===== src/rtl/dp_pkg.sv =====
package dp_pkg;
    localparam int DW       = 8;
    localparam int PW       = DW + 1;
    localparam int NREG     = 8;
    localparam int RSW      = $clog2(NREG);
    localparam int NARROW_W = 5;
    localparam int BSRC     = 3;
    localparam int BSW      = $clog2(BSRC + 1);
    localparam int B_BASE   = NREG - BSRC;
    localparam int FNW      = 3;

    localparam logic [RSW-1:0] REG_AHI = RSW'(0);
    localparam logic [RSW-1:0] REG_ALO = RSW'(1);
    localparam logic [RSW-1:0] REG_IX  = RSW'(2);

    localparam logic [DW-1:0] LOW_MASK = {{(DW-NARROW_W){1'b0}}, {NARROW_W{1'b1}}};

    typedef struct packed {
        logic          par;
        logic [DW-1:0] dat;
    } pbyte_t;

    typedef enum logic [FNW-1:0] {
        FN_PASSA = 3'd0,
        FN_ADD   = 3'd1,
        FN_SUB   = 3'd2,
        FN_ADDC  = 3'd3,
        FN_AND   = 3'd4,
        FN_OR    = 3'd5,
        FN_XOR   = 3'd6,
        FN_PASSB = 3'd7
    } alu_fn_t;

    function automatic pbyte_t mk_pb(input logic [DW-1:0] d);
        pbyte_t r;
        r.par = ~^d;
        r.dat = d;
        return r;
    endfunction

    function automatic logic par_ok(input pbyte_t b);
        return ^{b.par, b.dat};
    endfunction

    localparam pbyte_t ZERO_PB = '{par: 1'b1, dat: '0};
endpackage


===== src/rtl/dp_srcmux.sv =====
module dp_srcmux
    import dp_pkg::*;
(
    input  pbyte_t [NREG-1:0] regs,
    input  logic [RSW-1:0]    a_sel,
    input  logic              a_ext,
    input  pbyte_t            ext_in,
    input  logic              a_narrow,
    input  logic [BSW-1:0]    b_sel,
    output pbyte_t            a_bus,
    output pbyte_t            b_bus,
    output logic              a_bad,
    output logic              b_bad
);
    pbyte_t a_raw;
    pbyte_t [BSRC:0] b_cand;

    assign a_raw = a_ext ? ext_in : regs[a_sel];
    assign a_bad = !par_ok(a_raw);
    assign a_bus = a_narrow ? mk_pb(a_raw.dat & LOW_MASK) : a_raw;

    assign b_cand[0] = ZERO_PB;
    for (genvar k = 0; k < BSRC; k++) begin : g_bsrc
        assign b_cand[k+1] = regs[B_BASE + k];
    end

    assign b_bus = b_cand[b_sel];
    assign b_bad = !par_ok(b_bus);
endmodule


===== src/rtl/dp_alu.sv =====
module dp_alu
    import dp_pkg::*;
(
    input  pbyte_t  a,
    input  pbyte_t  b,
    input  alu_fn_t fn,
    input  logic    cin,
    output pbyte_t  z,
    output logic    cout,
    output logic    c_upd,
    output logic    is_zero
);
    logic [DW:0]   sum;
    logic [DW-1:0] res;

    always_comb begin
        sum   = '0;
        res   = '0;
        c_upd = 1'b0;
        unique case (fn)
            FN_PASSA: res = a.dat;
            FN_ADD: begin
                sum   = {1'b0, a.dat} + {1'b0, b.dat};
                res   = sum[DW-1:0];
                c_upd = 1'b1;
            end
            FN_SUB: begin
                sum   = {1'b0, a.dat} + {1'b0, ~b.dat} + {{DW{1'b0}}, 1'b1};
                res   = sum[DW-1:0];
                c_upd = 1'b1;
            end
            FN_ADDC: begin
                sum   = {1'b0, a.dat} + {1'b0, b.dat} + {{DW{1'b0}}, cin};
                res   = sum[DW-1:0];
                c_upd = 1'b1;
            end
            FN_AND:   res = a.dat & b.dat;
            FN_OR:    res = a.dat | b.dat;
            FN_XOR:   res = a.dat ^ b.dat;
            FN_PASSB: res = b.dat;
            default:  res = '0;
        endcase
    end

    assign cout    = sum[DW];
    assign is_zero = (res == '0);
    assign z       = mk_pb(res);
endmodule


===== src/rtl/dp_regfile.sv =====
module dp_regfile
    import dp_pkg::*;
(
    input  logic              clk,
    input  logic              rst,
    input  logic              we,
    input  logic [RSW-1:0]    wsel,
    input  logic              wnarrow,
    input  logic              i2n,
    input  pbyte_t            z,
    output pbyte_t [NREG-1:0] q
);
    pbyte_t mem [NREG];

    for (genvar k = 0; k < NREG; k++) begin : g_reg
        pbyte_t nxt;

        always_comb begin
            nxt = mem[k];
            if (i2n) begin
                if (RSW'(k) == REG_ALO)
                    nxt = mem[REG_IX];
                else if (RSW'(k) == REG_AHI)
                    nxt = ZERO_PB;
            end else if (we && wsel == RSW'(k)) begin
                nxt = wnarrow ? mk_pb((mem[k].dat & ~LOW_MASK) | (z.dat & LOW_MASK)) : z;
            end
        end

        always_ff @(posedge clk) begin
            if (rst) mem[k] <= ZERO_PB;
            else     mem[k] <= nxt;
        end

        assign q[k] = mem[k];

        // stored parity stays odd in every slot
        a_r2_stored_parity: assert property (@(posedge clk) disable iff (rst)
            par_ok(mem[k]));
    end

    // the index transfer clears the high address register
    a_r10_hi_cleared: assert property (@(posedge clk) disable iff (rst)
        i2n |=> (mem[REG_AHI] == ZERO_PB));

    // no write request leaves the whole file unchanged
    a_r12_file_hold: assert property (@(posedge clk) disable iff (rst)
        (!we && !i2n) |=> $stable(q));

    // a narrowed write keeps the upper bits of its target
    a_r9_keep_upper: assert property (@(posedge clk) disable iff (rst)
        (we && !i2n && wnarrow) |=>
            (mem[$past(wsel)].dat[DW-1:NARROW_W] == $past(mem[wsel].dat[DW-1:NARROW_W])));
endmodule


===== src/rtl/dp_bus_core.sv =====
module dp_bus_core
    import dp_pkg::*;
(
    input  logic                 clk,
    input  logic                 rst,
    input  logic [RSW-1:0]       cw_a_sel,
    input  logic                 cw_a_ext,
    input  logic                 cw_a_narrow,
    input  logic [BSW-1:0]       cw_b_sel,
    input  logic [FNW-1:0]       cw_fn,
    input  logic [RSW-1:0]       cw_dst,
    input  logic                 cw_dst_en,
    input  logic                 cw_dst_narrow,
    input  logic                 cw_i2n,
    input  logic [DW-1:0]        ext_dat,
    input  logic                 ext_par,
    output logic [NREG*PW-1:0]   reg_q,
    output logic [PW-1:0]        opa_q,
    output logic [PW-1:0]        opb_q,
    output logic                 carry_q,
    output logic                 zero_q,
    output logic                 perr_q
);
    pbyte_t [NREG-1:0] regs;
    pbyte_t  ext_in, a_bus, b_bus, z_bus, opa_r, opb_r;
    logic    a_bad, b_bad, alu_cout, alu_cupd, alu_zero, go;
    alu_fn_t fn;

    assign fn     = alu_fn_t'(cw_fn);
    assign ext_in = '{par: ext_par, dat: ext_dat};
    assign go     = cw_dst_en && !cw_i2n;

    dp_srcmux u_src (
        .regs     (regs),
        .a_sel    (cw_a_sel),
        .a_ext    (cw_a_ext),
        .ext_in   (ext_in),
        .a_narrow (cw_a_narrow),
        .b_sel    (cw_b_sel),
        .a_bus    (a_bus),
        .b_bus    (b_bus),
        .a_bad    (a_bad),
        .b_bad    (b_bad)
    );

    dp_alu u_alu (
        .a       (a_bus),
        .b       (b_bus),
        .fn      (fn),
        .cin     (carry_q),
        .z       (z_bus),
        .cout    (alu_cout),
        .c_upd   (alu_cupd),
        .is_zero (alu_zero)
    );

    dp_regfile u_rf (
        .clk     (clk),
        .rst     (rst),
        .we      (cw_dst_en),
        .wsel    (cw_dst),
        .wnarrow (cw_dst_narrow),
        .i2n     (cw_i2n),
        .z       (z_bus),
        .q       (regs)
    );

    always_ff @(posedge clk) begin
        if (rst) begin
            opa_r   <= ZERO_PB;
            opb_r   <= ZERO_PB;
            carry_q <= 1'b0;
            zero_q  <= 1'b0;
            perr_q  <= 1'b0;
        end else if (go) begin
            opa_r  <= a_bus;
            opb_r  <= b_bus;
            zero_q <= alu_zero;
            if (alu_cupd)      carry_q <= alu_cout;
            if (a_bad || b_bad) perr_q <= 1'b1;
        end
    end

    assign reg_q = regs;
    assign opa_q = opa_r;
    assign opb_q = opb_r;

    // the parity error flag is sticky
    a_r11_sticky: assert property (@(posedge clk) disable iff (rst)
        perr_q |=> perr_q);

    // logic and pass functions hold the carry
    a_r6_carry_hold: assert property (@(posedge clk) disable iff (rst)
        (go && !(fn inside {FN_ADD, FN_SUB, FN_ADDC})) |=> $stable(carry_q));

    // subtracting equal operands raises the zero flag
    a_r7_sub_equal: assert property (@(posedge clk) disable iff (rst)
        (go && fn == FN_SUB && a_bus.dat == b_bus.dat) |=> (zero_q && carry_q));

    // a narrowed pass-through leaves the top bits clear
    a_r8_narrow_top: assert property (@(posedge clk) disable iff (rst)
        (go && cw_a_narrow) |=> (opa_q[DW-1:NARROW_W] == '0));

    // idle cycles leave operands and flags alone
    a_r12_idle_hold: assert property (@(posedge clk) disable iff (rst)
        (!cw_dst_en && !cw_i2n) |=>
            ($stable(opa_q) && $stable(opb_q) && $stable(perr_q) && $stable(zero_q)));
endmodule


===== config.mk =====
export PLATFORM = sky130hd
export DESIGN_NAME = dp_bus_core
export DESIGN_NICKNAME = d
export VERILOG_FILES = /design/src/rtl/dp_pkg.sv /design/src/rtl/dp_srcmux.sv /design/src/rtl/dp_alu.sv /design/src/rtl/dp_regfile.sv /design/src/rtl/dp_bus_core.sv
export SDC_FILE = /design/constraint.sdc
export NUM_CORES = 1
export LEC_CHECK = 0
export BUFFER_PORTS_ARGS = -buffer_cell sky130_fd_sc_hd__buf_2
export CORE_ASPECT_RATIO = 1.2
export CORE_MARGIN = 1.5
export CORE_UTILIZATION = 30
export CTS_BUF_LIST = sky130_fd_sc_hd__clkbuf_8
export CTS_CLUSTER_DIAMETER = 80
export DETAILED_ROUTE_END_ITERATION = 7
export PLACE_DENSITY_LB_ADDON = 0.25
export RECOVER_POWER = 50
export SLEW_MARGIN = 0
export SYNTH_ARGS = -nofsm -noshare
export SYNTH_HDL_FRONTEND = slang
export SYNTH_SLANG_ARGS = --single-unit

===== constraint.sdc =====
create_clock -name clk -period 17.8 [get_ports clk]
set_input_delay 4.45 -clock clk [delete_from_list [all_inputs] [get_ports clk]]
set_output_delay 4.45 -clock clk [all_outputs]
set_load 0.01 [all_outputs]

-- Word-level counts from Yosys, hierarchy flattened
Memory sizes are Yosys's and may differ from the RTL's.
Index checks and enable logic that the tools add are counted.
- logic and storage cells: 123
- flip-flop bits (word level): 21
- memories kept: 1
- input bits: 27
- output and inout port bits: 93
- bits in writable memories: 72
- $lt $le $gt $ge: 2
- add/sub/neg operators: 4
- bitwise gates (word level): 20
- eq/ne operators: 14
- reductions and logical operators: 31
- multiplexer cells: 44
- memories (name ; depth ; bits a word ; rd ports ; clocked after memory_dff ; write ports ; RTL line ; RTL):
    u_rf.mem ; 8 ; 9 ; 8 ; 0 ; 8 ; dp_regfile.sv:13 ; pbyte_t mem [NREG];
- operators by type and width (cell ; number):
    $mux 9 ; 36
    $reduce_xnor 8->1 ; 10
    $or 8x5->8 ; 8
    $pmux 8 s8 ; 1
    $bmux 9 s3 ; 1
    $pmux 9 s3 ; 1
    $eq 3x3->1 const B ; 8
    $add 8x8->9 ; 2
    $bmux 9 s2 ; 1
    $reduce_xor 9->1 ; 2
    $eq 3x2->1 const B ; 4
    $add 9x1->9 ; 1
    $add 9x1->9 const B ; 1
    $logic_and 1x1->1 ; 9
    $and 8x8->8 ; 1
    $logic_not 8->1 ; 1
    $not 8->8 ; 1
    $or 1x1->1 ; 8
    $or 8x8->8 ; 1
    $xor 8x8->8 ; 1
    $eq 3x1->1 const B ; 2
    $logic_not 3->1 ; 2
    $lt 3x4->1 const B ; 1
    $mux 1 ; 4
    5 further kinds ; 8

-- Longest topological paths before layout
An unclocked memory read counts as a cell.
- depth in word-level cells: 15
- gate-level depth with buffers: 24
- gate-level depth less buffers: 22

-- Modules after synthesis
A second synthesis with hierarchy kept.
- cells, all modules: 767
- area total of the unflattened synthesis: 6655.1 µm²
- by module, submodules not included (module ; cells each ; area an instance (µm²) ; instances ; sequential area each (µm²)):
    dp_regfile ; 349 ; 3155.5 ; 1 ; 1441.4
    dp_alu ; 231 ; 1662.8 ; 1 ; 0.0
    dp_srcmux ; 94 ; 1094.8 ; 1 ; 0.0
    dp_bus_core ; 93 ; 742.0 ; 1 ; 420.4

-- Worst setup path before layout
Ideal clock, no wire load.
- kind: input-to-reg
- start: in cw_a_sel[1]
- end: mem u_rf.mem[5][8] (netlist name)
- stages: 22
- path buffers: 3
- arrival: 9168 ps
- data required time: 17676 ps
- setup slack: 8507 ps
- library setup time: 124 ps
- cells stage by stage: clkbuf_1 -> buf_2 -> mux4_2 -> mux2i_1 -> nor2_1 -> a21oi_2 -> inv_1 -> ha_1 -> fa_1 -> xor2_1 -> nand4_1 -> xnor2_1 -> nand3_1 -> a32oi_1 -> inv_1 -> ha_1 -> xnor2_1 -> or3_1 -> a2bb2oi_1 -> buf_2 -> a21o_1 -> nand3_1
- RTL lines (element ; RTL line ; RTL):
    start, declared ; dp_bus_core.sv:6 ; input logic [RSW-1:0] cw_a_sel,
    end, declared ; dp_regfile.sv:13 ;

==> metrics.txt <==
final instance area between 7000 and 8000 sq um; first-pass GRT wire length between 30000 and 40000 microns; PortBufs 119; nets 910; worst hold slack 0.464 ns; Routed WL around 22000 microns; Worst-path clk slew roughly 0.10 ns; FF/Latch Area 1860 sq um; RR Startpoint u_rf.mem[6][0]; Via density between 5 and 6; number of DRC markers in iteration 0 380; Site Rows 58; drc violations 0; Tightest Pin Transition between 1 and 1.5 ns; fin. max-slew vios 0; sequential area share after synthesis 28.6%; Leak ~2.7 nW; CP cell instances buf_2 -> mux4_2 -> mux2i_1 -> nor2_1 -> a21oi_2 -> inv_1 -> ha_1 -> fa_1 -> xor2_1 -> nand4_1 -> xnor2_1 -> nand3_1 -> a32oi_1 -> inv_1 -> ha_1 -> xnor2_1 -> or3_1 -> a2bb2oi_1 -> and2_1 -> o211ai_1; pwr/cell area 63.3 nW/um^2; WP depth 20; fin crit share about three fifths; CP max stage delay 0.95 ns; reg2reg end u_rf.mem[4][8]; vias in the first global route 5805; Inserted Clock Buffers 9; skew final about 0.0064 ns; ant diodes 0; GP Congestion 0.881; P&R area growth vs syn 12.6%; Setup crit end u_rf.mem[4][8]; Die W 137 microns; setup bufs post-CTS 0; EDFF count, synth 0; status complete, no violations; Hold Violations, Final 0; footprint of the multi-input gates 4300 sq um; DP Area ~7300 sq um; ys async rst share 0%; Die ar. approximately 23000 sq um; hold crit path type reg2reg; Critical path buffers and inverters 3; crit start category input pin; count of cell types in the netlist just over 70; CP Data Required Time between 15 and 20 ns; cts hold-fix bufs 0; Yosys warning total 0; largest net degree at the start of global routing 100; Top Layer Used met4; Routed wire per std cell around 20 microns; WP data arrival approximately 11 ns; CP Launch Point cw_a_sel[0]; WL met1 about 9400 microns; fmax between 90 and 100 MHz; TritonCTS clock tree built; worst-skew pair later-pin latency 0.38 ns; antenna violation net count after detailed routing 0; crit path max fanout 18; Initial Utilization between 30 and 40%; setup TNS 0 ns; IO Pins 120; drt pass-1 iters 5; Die H about 160 microns; maxcap violations 0; Post-synth top cells nor2_1, dfxtp_1, nand2_1, a21oi_1, clkbuf_1; syn_area_per_cell roughly 8.5 sq um; share of the synthesized area in the top cell type around 29%; crit path kind in2reg; worst reg-to-reg path cell count 19; share of cells above drive strength 1 11.8%; antenna violations before repair 1; GRT Total Usage 19.6%; Post-Syn Instances between 700 and 800; #FFs+latches synth a little over 90; Vias 6116; crit path time final approximately 11 ns; clk root buf clkbuf_8; Slew HR roughly a fifth; final number of setup-violating endpoints 0; Final HPWL DP about 16000 microns; delay-heaviest family, CP compound AO/OA/AOI/OAI gates; Worst VDD drop between 30 and 40 uV; top-count cell post-synth nor2_1; CTS Sinks 93; Core Box Area 21100 sq um; routed wl met3 between 900 and 1000 microns; Crit-path slowest cell a2bb2oi_1; Overflow after GRT 0; post-CTS resize count 0; Net Count, Synth slightly above 800; fill cell count ~2.3k; main area contributors after synthesis dfxtp_1, mux4_2, ha_1; Routed met2 length 11300 microns; clock buffer depth 2; Top FF cell, synth dfxtp_1; post-synth top area cell dfxtp_1; setup slack, reg-to-reg roughly 12 ns; Syn Std Cell Area 6510 sq um; unrepaired setup endpoints after global routing false; Max H-tree Level 3; endpoint type of the worst setup path register
## worst min path at each step
| stage | startpoint | endpoint | slack [ns] | cells past startpoint |
|---|---|---|---|---|
| 2_1_floorplan | opa_q[5] | opa_q[5] | 0.48 | 2 |
| 3_3_place_gp | opa_q[7] | opa_q[7] | 0.44 | 2 |
| 3_5_place_dp | opa_q[8] | opa_q[8] | 0.45 | 1 |
| 4_1_cts | opa_q[7] | opa_q[7] | 0.47 | 2 |
| 5_1_grt | opa_q[5] | opa_q[5] | 0.48 | 2 |
| 6_report | opa_q[7] | opa_q[7] | 0.46 | 2 |
## final cells by class
| cell class | instances | share of cell area [%] |
|---|---|---|
| multi-input cells | 590 | 58.7 |
| flip-flops and latches | 93 | 25.4 |
| repair buffers | 124 | 7.05 |
| well taps | 270 | 4.61 |
| clock buffers | 9 | 1.69 |
| inverters | 33 | 1.69 |
| clock inverters | 7 | 0.854 |
## cells in the final DEF, fill, tap and decap left out, types with 4 or more instances in the layout
cell and count:
nand2_1 65, a22o_1 5, xor2_1 7, or3_1 4, a21oi_1 56, a222oi_1 4, o41ai_1 6, o21ai_0 19
nand4_1 6, o31ai_1 8, and2_1 5, mux2i_1 27, inv_1 30, o211ai_1 4, a21o_1 7, mux2_2 11
mux4_2 17, dfxtp_1 93, or2_2 4, o22ai_1 5, clkbuf_8 9, clkbuf_1 93, nand3b_1 14, nor2b_1 6
buf_4 5, o21bai_1 9, and3_1 10, a211oi_1 23, nand3_1 26, a221oi_1 4, nand2b_1 6, ha_1 30
nor3_1 8, buf_2 26, a22oi_1 17, nor2_1 95, xnor2_1 33
## registers in the layout, summed over array words and instances, names as in the netlist
signal / cells
zero_q: 1
perr_q: 1
opa_q: 9
u_rf.mem: 72
opb_q: 9
carry_q: 1
## cell families after synthesis
group	count (synthesis)	synth area share, %
and+or+nand+nor	256	18.3
AOI/OAI and AO/OA	201	22.1
DFF	93	28.6
buffers and inverters	86	5.42
muxes	57	12.7
xor gates and xnor gates	44	6.48
adders and majority gates	32	6.38
## worst reg2reg max path, cell delays in order (launching register included)
cell and delay, ns:
dfxtp_1 0.39, mux4_2 0.47, mux2i_1 0.15, nor2_1 0.07, a21oi_2 0.29, inv_1 0.08, ha_1 0.25, fa_1 0.43
xor2_1 0.38, nand4_1 0.17, xnor2_1 0.18, nand3_1 0.09, a32oi_1 0.86, inv_1 0.10, ha_1 0.32, xnor2_1 0.38
or3_1 0.17, a2bb2oi_1 0.95, and2_1 0.28, o211ai_1 0.10
## where the power goes
group          leakage, nW  total [mW]  internal (mW)  switching (mW)
registers            0.753       0.216          0.212         0.00414
logic                 1.84       0.105         0.0358          0.0691
clock network       0.0939       0.142         0.0530          0.0894
## per-layer routing
metal	global-route usage, %	vias to the layer above
li1	-	2959
met1	24.3	2939
met2	34.2	181
met3	2.59	37
met4	7.56	0
met5	0	-
## stage by stage
stage	utilization, %	instances	worst slack [ns]	power [mW]
after floorplan	-	769	8.51	0.296
after CTS	35.3	1126	7.35	0.469
after detailed placement	34.4	1110	6.97	0.327
after global routing	34.7	1126	6.79	0.485
after global placement	34.4	1110	7.15	0.326
final	34.7	1126	7.28	0.464
No activity file was read; power rests on OpenSTA's default activity.
